$ cat src/rtl/chop_pkg.sv
package chop_pkg;

  typedef enum logic [1:0] {
    LEG_OFF = 2'b00,
    LEG_LO  = 2'b01,
    LEG_HI  = 2'b10
  } leg_cmd_e;

  typedef enum logic [1:0] {
    DK_SLOW  = 2'b00,
    DK_MIX_A = 2'b01,
    DK_MIX_B = 2'b10,
    DK_FAST  = 2'b11
  } decay_sel_e;

  typedef enum logic [1:0] {
    PH_IDLE,
    PH_DRIVE,
    PH_SLOW,
    PH_FAST
  } phase_e;

  typedef struct packed {
    leg_cmd_e a;
    leg_cmd_e b;
  } bridge_cmd_t;

endpackage

$ cat src/rtl/chop_period_timer.sv
module chop_period_timer #(
  parameter int PERIOD = 2500,
  parameter int BLANK  = 468,
  parameter int MIX    = 1875,
  localparam int CW    = $clog2(PERIOD)
) (
  input  logic          clk,
  input  logic          rst_n,
  input  logic          en,
  output logic [CW-1:0] cnt,
  output logic          load,
  output logic          past_blank,
  output logic          past_mix
);

  // load marks the last cycle before a period begins (or any disabled cycle)
  assign load       = !en || (cnt == CW'(PERIOD - 1));
  assign past_blank = (cnt >= CW'(BLANK));
  assign past_mix   = (cnt >= CW'(MIX));

  always_ff @(posedge clk) begin
    if (!rst_n)    cnt <= '0;
    else if (load) cnt <= '0;
    else           cnt <= cnt + 1'b1;
  end

endmodule

$ cat src/rtl/chop_decay_ctrl.sv
module chop_decay_ctrl
  import chop_pkg::*;
(
  input  logic        clk,
  input  logic        rst_n,
  input  logic        en,
  input  logic        load,
  input  logic        past_blank,
  input  logic        past_mix,
  input  logic        dir,
  input  logic        trip,
  input  logic        near_zero,
  input  logic        i_falling,
  input  logic [1:0]  decay_sel,
  output bridge_cmd_t cmd,
  output logic        tripped
);

  logic       dir_q;
  logic       fall_q;
  logic       zero_q;
  decay_sel_e sel_q;
  phase_e     phase;

  // Per-period state: command sampled at period edge, trip and zero latches
  always_ff @(posedge clk) begin
    if (!rst_n) begin
      dir_q   <= 1'b0;
      fall_q  <= 1'b0;
      sel_q   <= DK_MIX_A;
      tripped <= 1'b0;
      zero_q  <= 1'b0;
    end else if (load) begin
      dir_q   <= dir;
      fall_q  <= i_falling;
      sel_q   <= decay_sel_e'(decay_sel);
      tripped <= 1'b0;
      zero_q  <= 1'b0;
    end else begin
      if (past_blank && trip)         tripped <= 1'b1;
      if (phase == PH_FAST && near_zero) zero_q <= 1'b1;
    end
  end

  always_comb begin
    if (!en)          phase = PH_IDLE;
    else if (!tripped) phase = PH_DRIVE;
    else begin
      unique case (sel_q)
        DK_SLOW: phase = PH_SLOW;
        DK_FAST: phase = PH_FAST;
        default: phase = (fall_q && !past_mix) ? PH_FAST : PH_SLOW;
      endcase
    end
  end

  always_comb begin
    unique case (phase)
      PH_DRIVE: cmd = dir_q ? '{a: LEG_HI, b: LEG_LO} : '{a: LEG_LO, b: LEG_HI};
      PH_FAST: begin
        if (zero_q)     cmd = '{a: LEG_OFF, b: LEG_OFF};
        else if (dir_q) cmd = '{a: LEG_LO, b: LEG_HI};
        else            cmd = '{a: LEG_HI, b: LEG_LO};
      end
      PH_SLOW:  cmd = '{a: LEG_LO, b: LEG_LO};
      default:  cmd = '{a: LEG_OFF, b: LEG_OFF};
    endcase
  end

endmodule

$ cat src/rtl/chop_leg_driver.sv
module chop_leg_driver
  import chop_pkg::*;
#(
  parameter int DEAD  = 50,
  localparam int DW   = $clog2(DEAD + 1)
) (
  input  logic     clk,
  input  logic     rst_n,
  input  leg_cmd_e req,
  output logic     hi,
  output logic     lo
);

  leg_cmd_e       act;
  logic [DW-1:0]  off_cnt;

  // Any change first drops the leg to off, then waits DEAD off cycles
  always_ff @(posedge clk) begin
    if (!rst_n) begin
      act     <= LEG_OFF;
      off_cnt <= '0;
    end else if (act != LEG_OFF) begin
      if (req != act) begin
        act     <= LEG_OFF;
        off_cnt <= '0;
      end
    end else begin
      if (req != LEG_OFF && off_cnt == DW'(DEAD)) act <= req;
      else if (off_cnt != DW'(DEAD))               off_cnt <= off_cnt + 1'b1;
    end
  end

  assign hi = (act == LEG_HI);
  assign lo = (act == LEG_LO);

endmodule

$ cat src/rtl/chop_bridge_ctrl.sv
module chop_bridge_ctrl
  import chop_pkg::*;
#(
  parameter int CLK_HZ   = 125_000_000,
  parameter int PWM_HZ   = 50_000,
  parameter int BLANK_NS = 3750,
  parameter int DEAD_NS  = 400
) (
  input  logic       clk,
  input  logic       rst_n,
  input  logic       en,
  input  logic       dir,
  input  logic       trip,
  input  logic       near_zero,
  input  logic       i_falling,
  input  logic [1:0] decay_sel,
  output logic       gate_a_hi,
  output logic       gate_a_lo,
  output logic       gate_b_hi,
  output logic       gate_b_lo
);

  localparam int PERIOD = CLK_HZ / PWM_HZ;
  localparam int BLANK  = (CLK_HZ / 1000) * BLANK_NS / 1_000_000;
  localparam int DEAD   = (CLK_HZ / 1000) * DEAD_NS / 1_000_000;
  localparam int MIX    = (PERIOD * 3) / 4;
  localparam int CW     = $clog2(PERIOD);
  localparam int NLEG   = 2;

  logic [CW-1:0] cnt_q;
  logic          load;
  logic          past_blank;
  logic          past_mix;
  logic          tripped_q;
  bridge_cmd_t   cmd;
  leg_cmd_e      leg_req [NLEG];
  logic [NLEG-1:0] hi_v;
  logic [NLEG-1:0] lo_v;

  chop_period_timer #(
    .PERIOD (PERIOD),
    .BLANK  (BLANK),
    .MIX    (MIX)
  ) u_timer (
    .clk        (clk),
    .rst_n      (rst_n),
    .en         (en),
    .cnt        (cnt_q),
    .load       (load),
    .past_blank (past_blank),
    .past_mix   (past_mix)
  );

  chop_decay_ctrl u_ctrl (
    .clk        (clk),
    .rst_n      (rst_n),
    .en         (en),
    .load       (load),
    .past_blank (past_blank),
    .past_mix   (past_mix),
    .dir        (dir),
    .trip       (trip),
    .near_zero  (near_zero),
    .i_falling  (i_falling),
    .decay_sel  (decay_sel),
    .cmd        (cmd),
    .tripped    (tripped_q)
  );

  assign leg_req[0] = cmd.a;
  assign leg_req[1] = cmd.b;

  for (genvar g = 0; g < NLEG; g++) begin : g_leg
    chop_leg_driver #(
      .DEAD (DEAD)
    ) u_leg (
      .clk   (clk),
      .rst_n (rst_n),
      .req   (leg_req[g]),
      .hi    (hi_v[g]),
      .lo    (lo_v[g])
    );
  end

  assign gate_a_hi = hi_v[0];
  assign gate_a_lo = lo_v[0];
  assign gate_b_hi = hi_v[1];
  assign gate_b_lo = lo_v[1];

endmodule

$ cat config.mk
export PLATFORM = sky130hd
export DESIGN_NAME = chop_bridge_ctrl
export DESIGN_NICKNAME = d
export VERILOG_FILES = /design/src/rtl/chop_pkg.sv /design/src/rtl/chop_period_timer.sv /design/src/rtl/chop_decay_ctrl.sv /design/src/rtl/chop_leg_driver.sv /design/src/rtl/chop_bridge_ctrl.sv
export SDC_FILE = /design/constraint.sdc
export NUM_CORES = 1
export LEC_CHECK = 0
export BUFFER_PORTS_ARGS = -buffer_cell sky130_fd_sc_hd__buf_2
export CAP_MARGIN = 20
export CORE_ASPECT_RATIO = 1.4
export CORE_UTILIZATION = 50
export DETAILED_ROUTE_END_ITERATION = 8
export PLACE_DENSITY_LB_ADDON = 0.1
export SLEW_MARGIN = 20
export SYNTH_ARGS = -nofsm -noshare
export SYNTH_HDL_FRONTEND = slang
export SYNTH_HIERARCHICAL = 1
export SYNTH_SLANG_ARGS = --single-unit
$ cat constraint.sdc
create_clock -name clk -period 4 [get_ports clk]
set_input_delay 0.8 -clock clk [delete_from_list [all_inputs] [get_ports clk]]
set_output_delay 0.8 -clock clk [all_outputs]
set_load 0.02 [all_outputs]
Word-level counts from Yosys, hierarchy flattened

Cells that the tools add are included.

ROM bits: 0
Bits in writable memories: 0
Logic and storage cells: 79
Register bits: 34
Bits in latches: 0
Memories kept: 0
Bits of input ports: 9

Eq/ne operators: 19
Bitwise logic cells: 1
Mux-type cells: 22
Multipliers: 0
Divide/modulo/power cells: 0
Shift operators: 0
Reductions and logical operators: 22
Order comparisons: 2
Add/subtract/negate cells: 3

Operators by type and width:

| cell                                                                 | number |
|---|---|
| 2-to-1 mux 6 bit                                                     | 8 |
| 2-to-1 mux 2 bit                                                     | 8 |
| nonzero test 2 bit                                                   | 8 |
| adder 12 x 1 -> 12 bit (second input constant)                       | 1 |
| adder 6 x 1 -> 6 bit (second input constant)                         | 2 |
| == test 12 bit (second input constant)                               | 1 |
| == test 6 bit (second input constant)                                | 2 |
| greater-or-equal comparator 12 x 11 -> 1 bit (second input constant) | 1 |
| greater-or-equal comparator 12 x 9 -> 1 bit (second input constant)  | 1 |
| 2-to-1 mux 4 bit                                                     | 3 |
| != test 6 bit (second input constant)                                | 2 |
| case mux 4 bit (3 select lines)                                      | 1 |
| == test 2 bit (second input constant)                                | 5 |
| == test 2 x 1 -> 1 bit (second input constant)                       | 3 |
| AND reduction 3 bit                                                  | 2 |
| logical AND 1 bit                                                    | 5 |
| != test 2 x 1 -> 1 bit (second input constant)                       | 2 |
| != test 2 bit                                                        | 2 |
| != test 2 bit (second input constant)                                | 2 |
| case mux 2 bit (2 select lines)                                      | 1 |
| AND reduction 2 bit                                                  | 2 |
| zero test 1 bit                                                      | 2 |
| zero test 2 bit                                                      | 1 |
| OR reduction 2 bit                                                   | 1 |
| 3 further kinds                                                      | 3 |

Longest topological paths before layout

Word-level depth: 13
Mapped depth: 13

Modules after synthesis

Netlist, hierarchy kept.

Modules (own cells, without submodules):

| module            | area an instance (um2) | instances | cells each | seq. area each (um2) |
|---|---|---|---|---|
| chop_leg_driver   | 586.8                  | 2         | 71         | 160.2 |
| chop_period_timer | 624.3                  | 1         | 72         | 240.2 |
| chop_decay_ctrl   | 337.8                  | 1         | 36         | 120.1 |

Least setup slack after synthesis

Ideal clock, no wire load.

Kind: register -> register
From: reg u_timer.cnt[2]
To: reg g_leg[0].u_leg.off_cnt[2]
Path slack: 1,468 ps
Cell stages (with the launch flop): 13
Arrival time: 2,461 ps
Cells stage by stage: dfxtp_1 -> buf_2 -> or2_2 -> o21a_1 -> o21ai_0 -> a21oi_1 -> nand3b_1 -> and3_4 -> o31a_1 -> xnor2_2 -> a21oi_1 -> a311o_1 -> a21oi_1

RTL lines:

| item                     | line                    | text |
|---|---|---|
| start: declaration       | chop_period_timer.sv:10 | `output logic [CW-1:0] cnt,` |
| start signal: assignment | chop_period_timer.sv:24 | `else cnt <= cnt + 1'b1;` |
| end signal: assignment   | chop_leg_driver.sv:29   | `else if (off_cnt != DW'(DEAD)) off_cnt <= off_cnt + 1'b1;` |
| end: declaration         | chop_leg_driver.sv:15   | `logic [DW-1:0] off_cnt;` |

==> run metrics <==
status=finished, final reports clean; # hold bufs at CTS=0; post-CTS sizing=0; detailed-route DRC error count=0; Worst Path Max Fanout=10; number of global-route vias before repair=1,713; Finished Core Util=56.9%; share of cells above drive strength 1=15.7%; Post CTS Setup Buffer Count=0; switching pwr=0.167 mW; worst skew pair latency=0.29 ns; final worst path period need=2.83 ns; Slew @ Worst Pin=0.628 ns; post-synth top area cell=dfxtp_1; setup TNS=0 ns; Final setup viols=0; setup slack, reg-to-reg=1.17 ns; CP required=4.18 ns; switching share of power=24.5%; first-pass GRT wire length=7300 um; Slew Limit Fails=0; dpl cells=296; most common cell in the synthesized netlist=dfxtp_1; DR WL/cell=13.9 um; CTS Root Cell=clkbuf_8; largest net degree at the start of global routing=21; total die area=0.00454 sq mm; peak supply drop=0.192 mV; Max-Cap Viols=0; async set-reset flop share out of synthesis=0%; Syn Nets=266; worst reg2reg path startpoint=u_timer/cnt[3]; # port buffers=12; clock-pin slew on the worst setup and hold paths=0.07 ns; Yosys reg bits=34; Avg Cell Area, Syn=8.54 sq um; Placement Rows=27; # nets final=276; dpl hpwl=3010 um; Int Pwr=0.513 mW; period utilisation layout=70.7%; Longest Clk Path Bufs=2; Post-synth EDFFs=0; register area share after synthesis=31.9%; Clock Power Share=38.5%; Leakage=0.846 nW; Post-synth top flop=dfxtp_1; Slew Limit Headroom=57.9%; Critical Path Start Type=flip-flop; core footprint=0.00402 sq mm; Hold Path Origin=u_ctrl/zero_q; Layout Skew=0.00913 ns; final cell count without fillers=304; synthesized cell area=0.00214 sq mm; routability cong.=0.843; Ports=13; Total GRT Usage=20.1%; Hold Vio Cnt, Final=0; area delta synth->final=7.09%; worst setup path start=u_timer/cnt[3]; critical path class=reg -> reg; DR vias=1,778; TritonCTS clock tree=yes; clock sink count=34; Initial Util=53.1%; DIE WIDTH=57.2 um; initial antenna violation count=0; top post-synthesis cells by area=dfxtp_1 (32%), nor2b_1 (4.7%), nand4_1 (4.4%); Max Fclk=354 MHz; Post-Syn Instances=250; pwr/cell area=297 mW/mm^2; Critical Path Sink Type=flip-flop; 1st-iter DRT viols=88; synth warn=6; Post-Route WL=4240 um; synth unique cells=50; Yosys top cell area share=31.9%; Logic pwr share=9.1%; DR vias/cell=5.85; Overflow after GRT=0; CTS H-Tree Depth=2; antenna-violating nets left=0; arrival time at the worst endpoint=3.01 ns; die height=79.3 um; ANT cells=0; worst hold path type=reg -> reg; Reg power frac=52.5%; drt pass-1 iters=4; commonest cells in the netlist=dfxtp_1 (34), nand2_1 (21), nor2_1 (16), nor2b_1 (16); RSZ-0062 raised after global routing=false; CTS buffer count=5
==> final cells by class <==
type	instances	area, sq um
timing repair buffer	13	67.6
inverter	15	56.3
clock buffer	7	86.3
sequential	34	681
tap	43	53.8
multi-input combinational	191	1340
fill	373	1730
clock inverter	1	5.00
==> power groups by stage <==
stage | Clock, mW | Sequential, mW | Combinational, mW
CTS | 0.272 | 0.356 | 0.0616
detailed placement | 0 | 0.364 | 0.0611
global placement | 0 | 0.364 | 0.0603
global route | 0.283 | 0.358 | 0.0698
floorplan | 0 | 0.362 | 0.0471
finish | 0.262 | 0.357 | 0.0616
==> metal layers <==
metal	wire length, um	global-route usage (%)	up-vias
li1	-	-	918
met1	1980	23.0	832
met2	2100	36.0	21
met3	83	4.07	7
met4	71	8.05	0
met5	0	0	-
==> flip-flops by register name, summed over array words and instances (netlist names) <==
name / count
g_leg.u_leg/act: 4
g_leg.u_leg/off_cnt: 12
u_ctrl/dir_q: 1
u_ctrl/fall_q: 1
u_ctrl/sel_q: 2
u_ctrl/tripped: 1
u_ctrl/zero_q: 1
u_timer/cnt: 12
==> final timing paths <==
kind / endpoint / cells past startpoint
min: u_ctrl/zero_q / 1
max reg2reg: g_leg[0].u_leg/off_cnt[1] / 11
max: g_leg[0].u_leg/off_cnt[1] / 11
min reg2reg: u_ctrl/zero_q / 1
==> stage by stage <==
step	hold slack, ns	worst slack [ns]	instance area, sq um	power [mW]
2_1_floorplan	0.447	1.47	2140	0.409
3_3_place_gp	0.469	1.30	2200	0.425
3_5_place_dp	0.472	1.21	2200	0.425
4_1_cts	0.489	1.19	2290	0.690
5_1_grt	0.508	0.980	2290	0.711
6_report	0.487	1.17	2290	0.680
==> placed cells by master (no fill, tap or decap), types with 3 or more instances in the layout <==
master	netlist	final
ha_1	7	7
clkbuf_8	0	6
o21ai_0	9	9
nand3b_1	3	3
nor2b_1	16	16
a211oi_2	4	4
buf_2	6	12
nor2_1	16	16
a21oi_1	15	15
inv_1	15	15
a21o_1	10	10
xnor2_1	4	4
xor2_1	6	6
mux2i_1	6	6
nand4_1	15	15
nand3_1	12	12
dfxtp_1	34	34
nand2_1	21	21
o21a_1	5	5
==> kinds of logic after synthesis <==
family / share of synthesized area (%)
DFF: 31.9
buffers and inverters: 5.51
adders and majority gates: 4.10
xor gates and xnor gates: 5.62
AOI/OAI and AO/OA: 20.9
muxes: 2.81
and+or+nand+nor: 29.2
==> worst max-delay path, cell delays in order, from the launching register on <==
cell      delay, ns
dfxtp_1        0.38
or2_2          0.33
o21a_1         0.17
o21ai_0        0.14
a21oi_1        0.08
nand3b_1       0.15
and3_4         0.19
o21ai_1        0.52
nand3b_1       0.25
a21boi_2       0.26
a211oi_2       0.09
o21a_1         0.19
Note: power is estimated with default switching activity, not from simulation.
